`config.mk`:
```
export PLATFORM = sky130hd
export DESIGN_NAME = lpm_sequencer
export DESIGN_NICKNAME = d
export VERILOG_FILES = /design/src/rtl/lpm_pkg.sv /design/src/rtl/lpm_pin_filter.sv /design/src/rtl/lpm_mode_fsm.sv /design/src/rtl/lpm_scope_dec.sv /design/src/rtl/lpm_sequencer.sv
export SDC_FILE = /design/constraint.sdc
export NUM_CORES = 1
export LEC_CHECK = 0
export BUFFER_PORTS_ARGS = -buffer_cell sky130_fd_sc_hd__buf_2
export CORE_MARGIN = 3
export CORE_UTILIZATION = 55
export CTS_BUF_LIST = sky130_fd_sc_hd__clkbuf_16
export DETAILED_ROUTE_END_ITERATION = 16
export HOLD_SLACK_MARGIN = 0.15
export MAX_ROUTING_LAYER = met4
export PLACE_DENSITY = 0.8
export SLEW_MARGIN = 15
export SYNTH_ARGS = -nofsm -noshare
export SYNTH_HDL_FRONTEND = slang
export SYNTH_SLANG_ARGS = --single-unit
```
`constraint.sdc`:
```
create_clock -name clk -period 2.4 [get_ports clk]
set_input_delay 0.24 -clock clk [delete_from_list [all_inputs] [get_ports clk]]
set_output_delay 0.24 -clock clk [all_outputs]
set_load 0.005 [all_outputs]
```
`src/rtl/lpm_pkg.sv`:
```
package lpm_pkg;

  typedef enum logic [2:0] {
    ST_ACTIVE = 3'd0,
    ST_STBY   = 3'd1,
    ST_HWSUSP = 3'd2,
    ST_SWSUSP = 3'd3,
    ST_WAKE   = 3'd4,
    ST_INIT   = 3'd5
  } lpm_state_e;

  // Indices inside the self_ctl[10:8] slice
  localparam int SC_SWSUSP_BIT = 8;
  localparam int SC_HWSLEEP_BIT = 9;
  localparam int SC_HWSTBY_BIT = 10;

  // Entry decision taken from the active state; hardware sleep outranks software suspend
  function automatic lpm_state_e pick_entry(input logic pin_low, input logic hw_sleep_en,
                                            input logic hw_stby_en, input logic sw_req);
    if (pin_low && hw_sleep_en) return hw_stby_en ? ST_STBY : ST_HWSUSP;
    else if (sw_req) return ST_SWSUSP;
    else return ST_ACTIVE;
  endfunction

  // External mode code of a state
  function automatic logic [1:0] mode_code(input lpm_state_e st);
    case (st)
      ST_STBY:   return 2'd1;
      ST_HWSUSP: return 2'd2;
      ST_SWSUSP: return 2'd3;
      default:   return 2'd0;
    endcase
  endfunction

endpackage

```
`src/rtl/lpm_pin_filter.sv`:
```
module lpm_pin_filter #(
  parameter int DEB_CYCLES = 16
) (
  input  logic clk,
  input  logic rst_n,
  input  logic pin_raw,
  output logic pin_filt,
  output logic pin_flip
);
  localparam int CW = $clog2(DEB_CYCLES + 1);
  localparam logic [CW-1:0] LIM = CW'(DEB_CYCLES - 1);

  logic          sync_a, sync_b;
  logic [CW-1:0] stab_cnt;
  logic          differs;

  assign differs  = (sync_b != pin_filt);
  assign pin_flip = differs && (stab_cnt == LIM);

  always_ff @(posedge clk or negedge rst_n) begin
    if (!rst_n) begin
      sync_a   <= 1'b1;
      sync_b   <= 1'b1;
      pin_filt <= 1'b1;
      stab_cnt <= '0;
    end else begin
      sync_a <= pin_raw;
      sync_b <= sync_a;
      if (!differs) begin
        stab_cnt <= '0;
      end else if (pin_flip) begin
        pin_filt <= sync_b;
        stab_cnt <= '0;
      end else begin
        stab_cnt <= stab_cnt + 1'b1;
      end
    end
  end


  filt_change_qualified_chk: assert property (@(posedge clk) disable iff (!rst_n)
    !$stable(pin_filt) |-> $past(pin_flip));


  filt_hold_while_short_chk: assert property (@(posedge clk) disable iff (!rst_n)
    !pin_flip |=> $stable(pin_filt));

endmodule

```
`src/rtl/lpm_mode_fsm.sv`:
```
module lpm_mode_fsm
  import lpm_pkg::*;
#(
  parameter int RST_CYCLES = 8
) (
  input  logic       clk,
  input  logic       rst_n,
  input  logic       pin_filt,
  input  logic [2:0] ctl_bits,
  input  logic       host_wr,
  output lpm_state_e state,
  output logic       wake_evt
);
  localparam int RCW = $clog2(RST_CYCLES + 1);
  localparam logic [RCW-1:0] RLIM = RCW'(RST_CYCLES - 1);

  lpm_state_e     state_nx;
  logic [RCW-1:0] rst_cnt;
  logic           hw_sleep_en, hw_stby_en, sw_req;

  assign sw_req      = ctl_bits[SC_SWSUSP_BIT - 8];
  assign hw_sleep_en = ctl_bits[SC_HWSLEEP_BIT - 8];
  assign hw_stby_en  = ctl_bits[SC_HWSTBY_BIT - 8];

  always_comb begin
    state_nx = state;
    case (state)
      ST_ACTIVE: state_nx = pick_entry(!pin_filt, hw_sleep_en, hw_stby_en, sw_req);
      ST_STBY, ST_HWSUSP: if (pin_filt) state_nx = ST_WAKE;
      ST_SWSUSP: if (host_wr) state_nx = ST_WAKE;
      ST_WAKE: if (rst_cnt == RLIM) state_nx = ST_INIT;
      ST_INIT: state_nx = ST_ACTIVE;
      default: state_nx = ST_WAKE;
    endcase
  end

  assign wake_evt = (state != ST_WAKE) && (state_nx == ST_WAKE);

  always_ff @(posedge clk or negedge rst_n) begin
    if (!rst_n) begin
      state   <= ST_WAKE;
      rst_cnt <= '0;
    end else begin
      state <= state_nx;
      if (state == ST_WAKE && state_nx == ST_WAKE) rst_cnt <= rst_cnt + 1'b1;
      else rst_cnt <= '0;
    end
  end


  hw_mode_hold_chk: assert property (@(posedge clk) disable iff (!rst_n)
    ((state == ST_STBY || state == ST_HWSUSP) && !pin_filt) |=> $stable(state));


  wake_len_chk: assert property (@(posedge clk) disable iff (!rst_n)
    (state == ST_WAKE && rst_cnt < RLIM) |=> state == ST_WAKE);

endmodule

```
`src/rtl/lpm_scope_dec.sv`:
```
module lpm_scope_dec
  import lpm_pkg::*;
(
  input  logic       clk,
  input  logic       rst_n,
  input  lpm_state_e state,
  input  logic       host_wr,
  input  logic       wake_evt,
  output logic       full_rst,
  output logic       ctl_rst,
  output logic       part_rst,
  output logic       core_iso,
  output logic       init_start,
  output logic       host_wr_pass,
  output logic [1:0] mode
);
  always_comb begin
    full_rst     = 1'b0;
    ctl_rst      = 1'b0;
    part_rst     = 1'b0;
    core_iso     = 1'b0;
    init_start   = 1'b0;
    host_wr_pass = 1'b0;
    case (state)
      ST_ACTIVE: host_wr_pass = host_wr;
      ST_STBY:   full_rst = 1'b1;
      ST_HWSUSP: core_iso = 1'b1;
      ST_SWSUSP: part_rst = 1'b1;
      ST_WAKE: begin
        full_rst = 1'b1;
        ctl_rst  = 1'b1;
      end
      ST_INIT:   init_start = 1'b1;
      default: begin
        full_rst = 1'b1;
        ctl_rst  = 1'b1;
      end
    endcase
    mode = mode_code(state);
  end


  init_single_chk: assert property (@(posedge clk) disable iff (!rst_n)
    init_start |=> (!init_start && !full_rst && mode == 2'd0));


  init_after_reset_chk: assert property (@(posedge clk) disable iff (!rst_n)
    init_start |-> $past(ctl_rst));


  sw_hold_chk: assert property (@(posedge clk) disable iff (!rst_n)
    (mode == 2'd3 && !host_wr) |=> mode == 2'd3);


  sw_wake_chk: assert property (@(posedge clk) disable iff (!rst_n)
    (mode == 2'd3 && host_wr) |-> (wake_evt && !host_wr_pass));


  pass_active_chk: assert property (@(posedge clk) disable iff (!rst_n)
    host_wr_pass |-> (mode == 2'd0 && !full_rst && !init_start));

endmodule

```
`src/rtl/lpm_sequencer.sv`:
```
module lpm_sequencer
  import lpm_pkg::*;
#(
  parameter int DEB_CYCLES = 16,
  parameter int RST_CYCLES = 8
) (
  input  logic        clk,
  input  logic        rst_n,
  input  logic        sleep_n_pin,
  input  logic [10:8] self_ctl,
  input  logic        host_wr,
  output logic        full_rst,
  output logic        ctl_rst,
  output logic        part_rst,
  output logic        core_iso,
  output logic        init_start,
  output logic        host_wr_pass,
  output logic [1:0]  mode
);
  logic       pin_filt, pin_flip, wake_evt;
  lpm_state_e state;

  lpm_pin_filter #(.DEB_CYCLES(DEB_CYCLES)) u_filter (
    .clk(clk), .rst_n(rst_n), .pin_raw(sleep_n_pin),
    .pin_filt(pin_filt), .pin_flip(pin_flip)
  );

  lpm_mode_fsm #(.RST_CYCLES(RST_CYCLES)) u_fsm (
    .clk(clk), .rst_n(rst_n), .pin_filt(pin_filt), .ctl_bits(self_ctl),
    .host_wr(host_wr), .state(state), .wake_evt(wake_evt)
  );

  lpm_scope_dec u_dec (
    .clk(clk), .rst_n(rst_n), .state(state), .host_wr(host_wr), .wake_evt(wake_evt),
    .full_rst(full_rst), .ctl_rst(ctl_rst), .part_rst(part_rst), .core_iso(core_iso),
    .init_start(init_start), .host_wr_pass(host_wr_pass), .mode(mode)
  );


  flip_needs_change_chk: assert property (@(posedge clk) disable iff (!rst_n)
    pin_flip |=> !$stable(pin_filt));

endmodule

```
-- Word level (Yosys, flattened, before mapping)
Index checks and enable logic that the tools add are counted.
- output and inout bits: 8
- input port bits: 7
- bits in registers: 15
- equal/unequal tests: 9
- multiplexer cells: 17
- add/subtract/negate cells: 2
- reductions and logical operators: 9
- operators by type and width (cell ; number):
    3-bit case mux with 5 select lines ; 1
    3-bit 2-to-1 mux ; 4
    5-bit 2-to-1 mux ; 2
    3-bit == test (second input constant) ; 3
    3-bit by 2-bit == test with 1-bit output (second input constant) ; 2
    1-bit 2-to-1 mux ; 6
    2-bit case mux with 3 select lines ; 1
    5-bit by 1-bit adder with 5-bit output (second input constant) ; 1
    5-bit by 4-bit == test with 1-bit output (second input constant) ; 1
    5-bit OR reduction ; 1
    4-bit by 1-bit adder with 4-bit output (second input constant) ; 1
    4-bit by 3-bit == test with 1-bit output (second input constant) ; 1
    2-bit 2-to-1 mux ; 2
    4-bit 2-to-1 mux ; 1
    4-bit OR reduction ; 1
    3-bit by 1-bit == test with 1-bit output (second input constant) ; 1
    1-bit logical AND ; 3
    3-bit zero test ; 1
    2-bit AND reduction ; 1
    2-bit OR reduction ; 1
    1-bit zero test ; 1
    1-bit inequality test ; 1

-- Logic depth before layout (Yosys ltp)
- depth after elaboration: 7
- gate-level depth with buffers: 5
- mapped depth without buffers: 5

-- By module
Synthesis repeated with hierarchy kept, for this count alone.
- cell total of the unflattened synthesis: 75
- area total of the unflattened synthesis: 774.5 um^2
- by module, submodules not included (module ; sequential area each (um^2) ; area an instance (um^2) ; instances ; cells each):
    lpm_mode_fsm ; 176.4 ; 372.9 ; 1 ; 40
    lpm_pin_filter ; 203.9 ; 326.6 ; 1 ; 25
    lpm_scope_dec ; 0.0 ; 75.1 ; 1 ; 10

-- Least setup slack after synthesis
No wires, ideal clock.
- path type: register to register
- from: reg u_filter.pin_filt
- to: reg u_fsm.state[0]
- path slack: 1.146 ns
- cell stages (with the launch flop): 5
- path buffers: 0
- setup time: 0.122 ns
- arrival: 1.132 ns
- clock period less this slack: 1.254 ns
- cell sequence: dfstp_2 -> nand2b_4 -> mux2_4 -> o211ai_2 -> nand2_1
- longest elaborated chain between the ends: 4
- elaborated cells between the ends (all ways): 5
- RTL lines (item ; RTL line ; RTL):
    start, declared ; lpm_pin_filter.sv:7 ; output logic pin_filt,
    start signal, assigned ; lpm_pin_filter.sv:32 ; pin_filt <= sync_b;
    1-bit zero test ; lpm_mode_fsm.sv:28 ; ST_ACTIVE: state_nx = pick_entry(!pin_filt, hw_sleep_en, hw_stby_en, sw_req);
    1-bit logical AND ; lpm_pkg.sv:20 ; if (pin_low && hw_sleep_en) return hw_stby_en ? ST_STBY : ST_HWSUSP;
    3-bit 2-to-1 mux ; lpm_pkg.sv:20 ;
    3-bit case mux with 5 select lines * ; lpm_mode_fsm.sv:27 ; case (state)
    net u_fsm.state_nx[0] ; lpm_mode_fsm.sv:17 ; lpm_state_e state_nx;
    end signal, assigned ; lpm_mode_fsm.sv:44 ; state <= state_nx;
    end, declared ; lpm_mode_fsm.sv:11 ; output lpm_state_e state,
Mark *: on every way through the listed nets, which the timed path passes. The rest lies on a longest branch.
A chain may end at the register's enable or synchronous reset.

-- Worst setup path after layout
- from: reg u_fsm.state[2]
- to: out part_rst
- longest elaborated chain between the ends: 2
- RTL lines (item ; RTL line ; RTL):
    3-bit by 2-bit == test with 1-bit output ; lpm_scope_dec.sv:24 ; case (state)
    1-bit 2-to-1 mux ; lpm_scope_dec.sv:24 ;
    end, declared ; lpm_sequencer.sv:14 ; output logic part_rst,
No other way between the ends.

==> flow_summary.ini <==
[timing]
whs_ns = 0.3161
min_period_over_period_pct = 62.50
min_period_ns = 1.500
fin_setup_tns_ns = 0
rsz0062_at_grt = false
tightestPinTransition_ns = 0.3406
drv_slew = 0
hold_viol = 0
slew-limit-headroom_pct = 77.29
skew_ns = 0.003921
timing.fmax_mhz = 666.7
finalSetupViolations = 0

[final_layout]
layout_common_cells = buf_2, dfrtp_1, nor2_1, nand2_1, nand3_1
drive_gt1_share_pct = 30.00
final_nets = 100
area_delta_synth_final_pct = 24.70
fin_cells = 104
layout_commonest_cell = buf_2
antennaDiodeCount = 0

[power]
irDropWorstVdd_mv = 0.7772
p_total_mw = 0.9986
p_leak_nw = 0.4789
powerDensity_nw_per_um2 = 1083

[floorplan]
die_area_um2 = 1820
fp-row-count = 12
start_util_pct = 62.34
core_um2 = 1186
die_x_um = 42.67
dieHeight_um = 42.67
pin_count = 15

[placement]
portBuffers = 14
dp.cells = 98
gp_congestion = 0.6996
post-dp-hpwl_um = 939

[yosys]
synth.area.top_cells = dfrtp_1, dfstp_2, xor2_1, nor2_1, and2_1
synth_top_area_share_pct = 37.23
syn_area_um2 = 739.5
synth.avg_cell_area_um2 = 10.41
ys_ff_latch = 15
yosys_warnings = 0
syn-num-nets = 80
yosysTopAreaCell = dfrtp_1
synth_seq_area_share_pct = 51.44
ys_types = 27
netlist_instances = 71

[clock_network]
cts-resized-gates = 0
cts_setup_buffers = 0
numCtsBuffers = 3
cts_hold_buf = 2
htreeDepth = 1
clockBufferDepth = 2
cts-root-buf = clkbuf_16
clock-sinks = 15
cts.reportedPaths.clkPinSlew_ns = 0.05
clk_latency_ns = 0.25
cts_tree = built

[critical_path]
crit_fanout = 12
path_class = register to output pin
r2r_start = u_filter.pin_filt
reg2reg_slack_ns = 1.09
required_ns = 2.16
crit_start = u_fsm.state[2]
worstSetupStartpointType = register
cpMaxStageDelayCell = dfstp_2
cp_slowest_stage_delay_ns = 0.65
worstPathArrival_ns = 1.26
cp-endpoint = part_rst
rr_worst_depth = 4
path_cells = nor2b_1 > and2_1 > buf_2
crit_path_end_kind = output pin
rr_endpoint = u_fsm.state[0]

[grt]
gr-usage-all-layers_pct = 19.60
grt_pass1_wl_um = 2504
grt_max_degree = 16
grt_overflow = 0
grt_pass1_vias = 543
grt_antenna_before_repair = 0

[min_path]
hold_class = primary input to register

[drt]
dr.pass1.iters = 4
drtIter0Drc = 15
wl_um = 1444
ant_nets = 0
num_vias = 555
drc = 0
wl_per_cell_um = 13.88
vias_per_cell = 5.337

[job]
maxCapViolations = 0

[run_status]
outcome = completed
==> how the worst min path moves through the flow <==
| stage | slack, ns | cells after the start | endpoint | start |
|---|---|---|---|---|
| after floorplan | -0.06 | 0 | u_filter.stab_cnt[0] | rst_n |
| after global placement | 0.15 | 1 | u_filter.stab_cnt[3] | rst_n |
| after detailed placement | 0.16 | 1 | u_filter.stab_cnt[4] | rst_n |
| after CTS | 0.32 | 4 | u_fsm.state[0] | host_wr |
| after global routing | 0.35 | 4 | u_fsm.state[0] | host_wr |
| final | 0.32 | 4 | u_fsm.state[0] | host_wr |
==> registers in the layout, indices dropped and copies added (netlist names) <==
signal / count
u_filter.stab_cnt: 5
u_fsm.state: 3
u_filter.pin_filt: 1
u_filter.sync_a: 1
u_fsm.rst_cnt: 4
u_filter.sync_b: 1
==> per-stage QoR <==
stage / utilization (%) / area, um2 / worst slack, ns
5_1_grt: 77.74 / 922.1 / 0.8425
2_1_floorplan: - / 739.5 / 1.146
6_report: 77.74 / 922.1 / 0.9001
3_3_place_gp: 69.30 / 822.0 / 1.131
3_5_place_dp: 69.30 / 822.0 / 1.104
4_1_cts: 77.74 / 922.1 / 0.9062
==> critical path, delay by kind of cell, from the launching register on <==
kind	cells	cell delay, ns
buf+inv	1	0.12
flops	1	0.65
simple gates	2	0.24
==> cell usage after synthesis <==
master    number
buf_2          1
mux2i_1        1
nand3b_1       1
nor2b_2        1
nand2b_1       2
inv_1          3
o21ai_0        1
and2_1         4
o211ai_1       1
mux2_4         1
o21ai_1        2
nor2_2         1
nand3_1        5
o211ai_2       1
nor2b_1        2
dfstp_2        4
xor2_1         4
nand2b_4       1
mux2_1         1
xnor2_1        2
dfrtp_1       11
nand2_1        6
ha_1           2
and3_1         2
a21oi_1        2
nor2_1         8
and2b_1        1
==> power by group <==
group | leakage [nW] | total, mW | switching [mW] | internal (mW)
sequential | 0.189 | 0.389 | 0.0786 | 0.310
clock | 0.0409 | 0.325 | 0.103 | 0.222
combinational | 0.249 | 0.284 | 0.147 | 0.138
==> metal layers <==
| metal | global-route usage (%) | share of wire (%) | up-vias |
|---|---|---|---|
| met5 | - | 0 | - |
| met4 | 5.590 | 1.0 | 0 |
| met3 | 6.780 | 6.4 | 3 |
| met2 | 30.84 | 48 | 23 |
| met1 | 23.77 | 45 | 257 |
| li1 | - | - | 272 |
==> area by class of cell <==
class | count | area, um2
Timing Repair Buffer | 16 | 90.09
Multi-Input combinational cell | 52 | 342.8
Tap cell | 14 | 17.52
Inverter | 3 | 11.26
Sequential cell | 15 | 380.4
Fill cell | 73 | 264.0
Clock buffer | 3 | 75.07
Clock inverter | 1 | 5.005
==> logic make-up after synthesis <==
| kind of cell | Yosys count | share of synthesized area [%] |
|---|---|---|
| and+or+nand+nor | 34 | 24.87 |
| DFF | 15 | 51.44 |
| AOI/OAI and AO/OA | 7 | 6.091 |
| xor gates and xnor gates | 6 | 7.107 |
| buffers and inverters | 4 | 2.199 |
| adders and majority gates | 2 | 3.384 |
| muxes | 3 | 4.906 |
(Power assumes the default switching activity.)
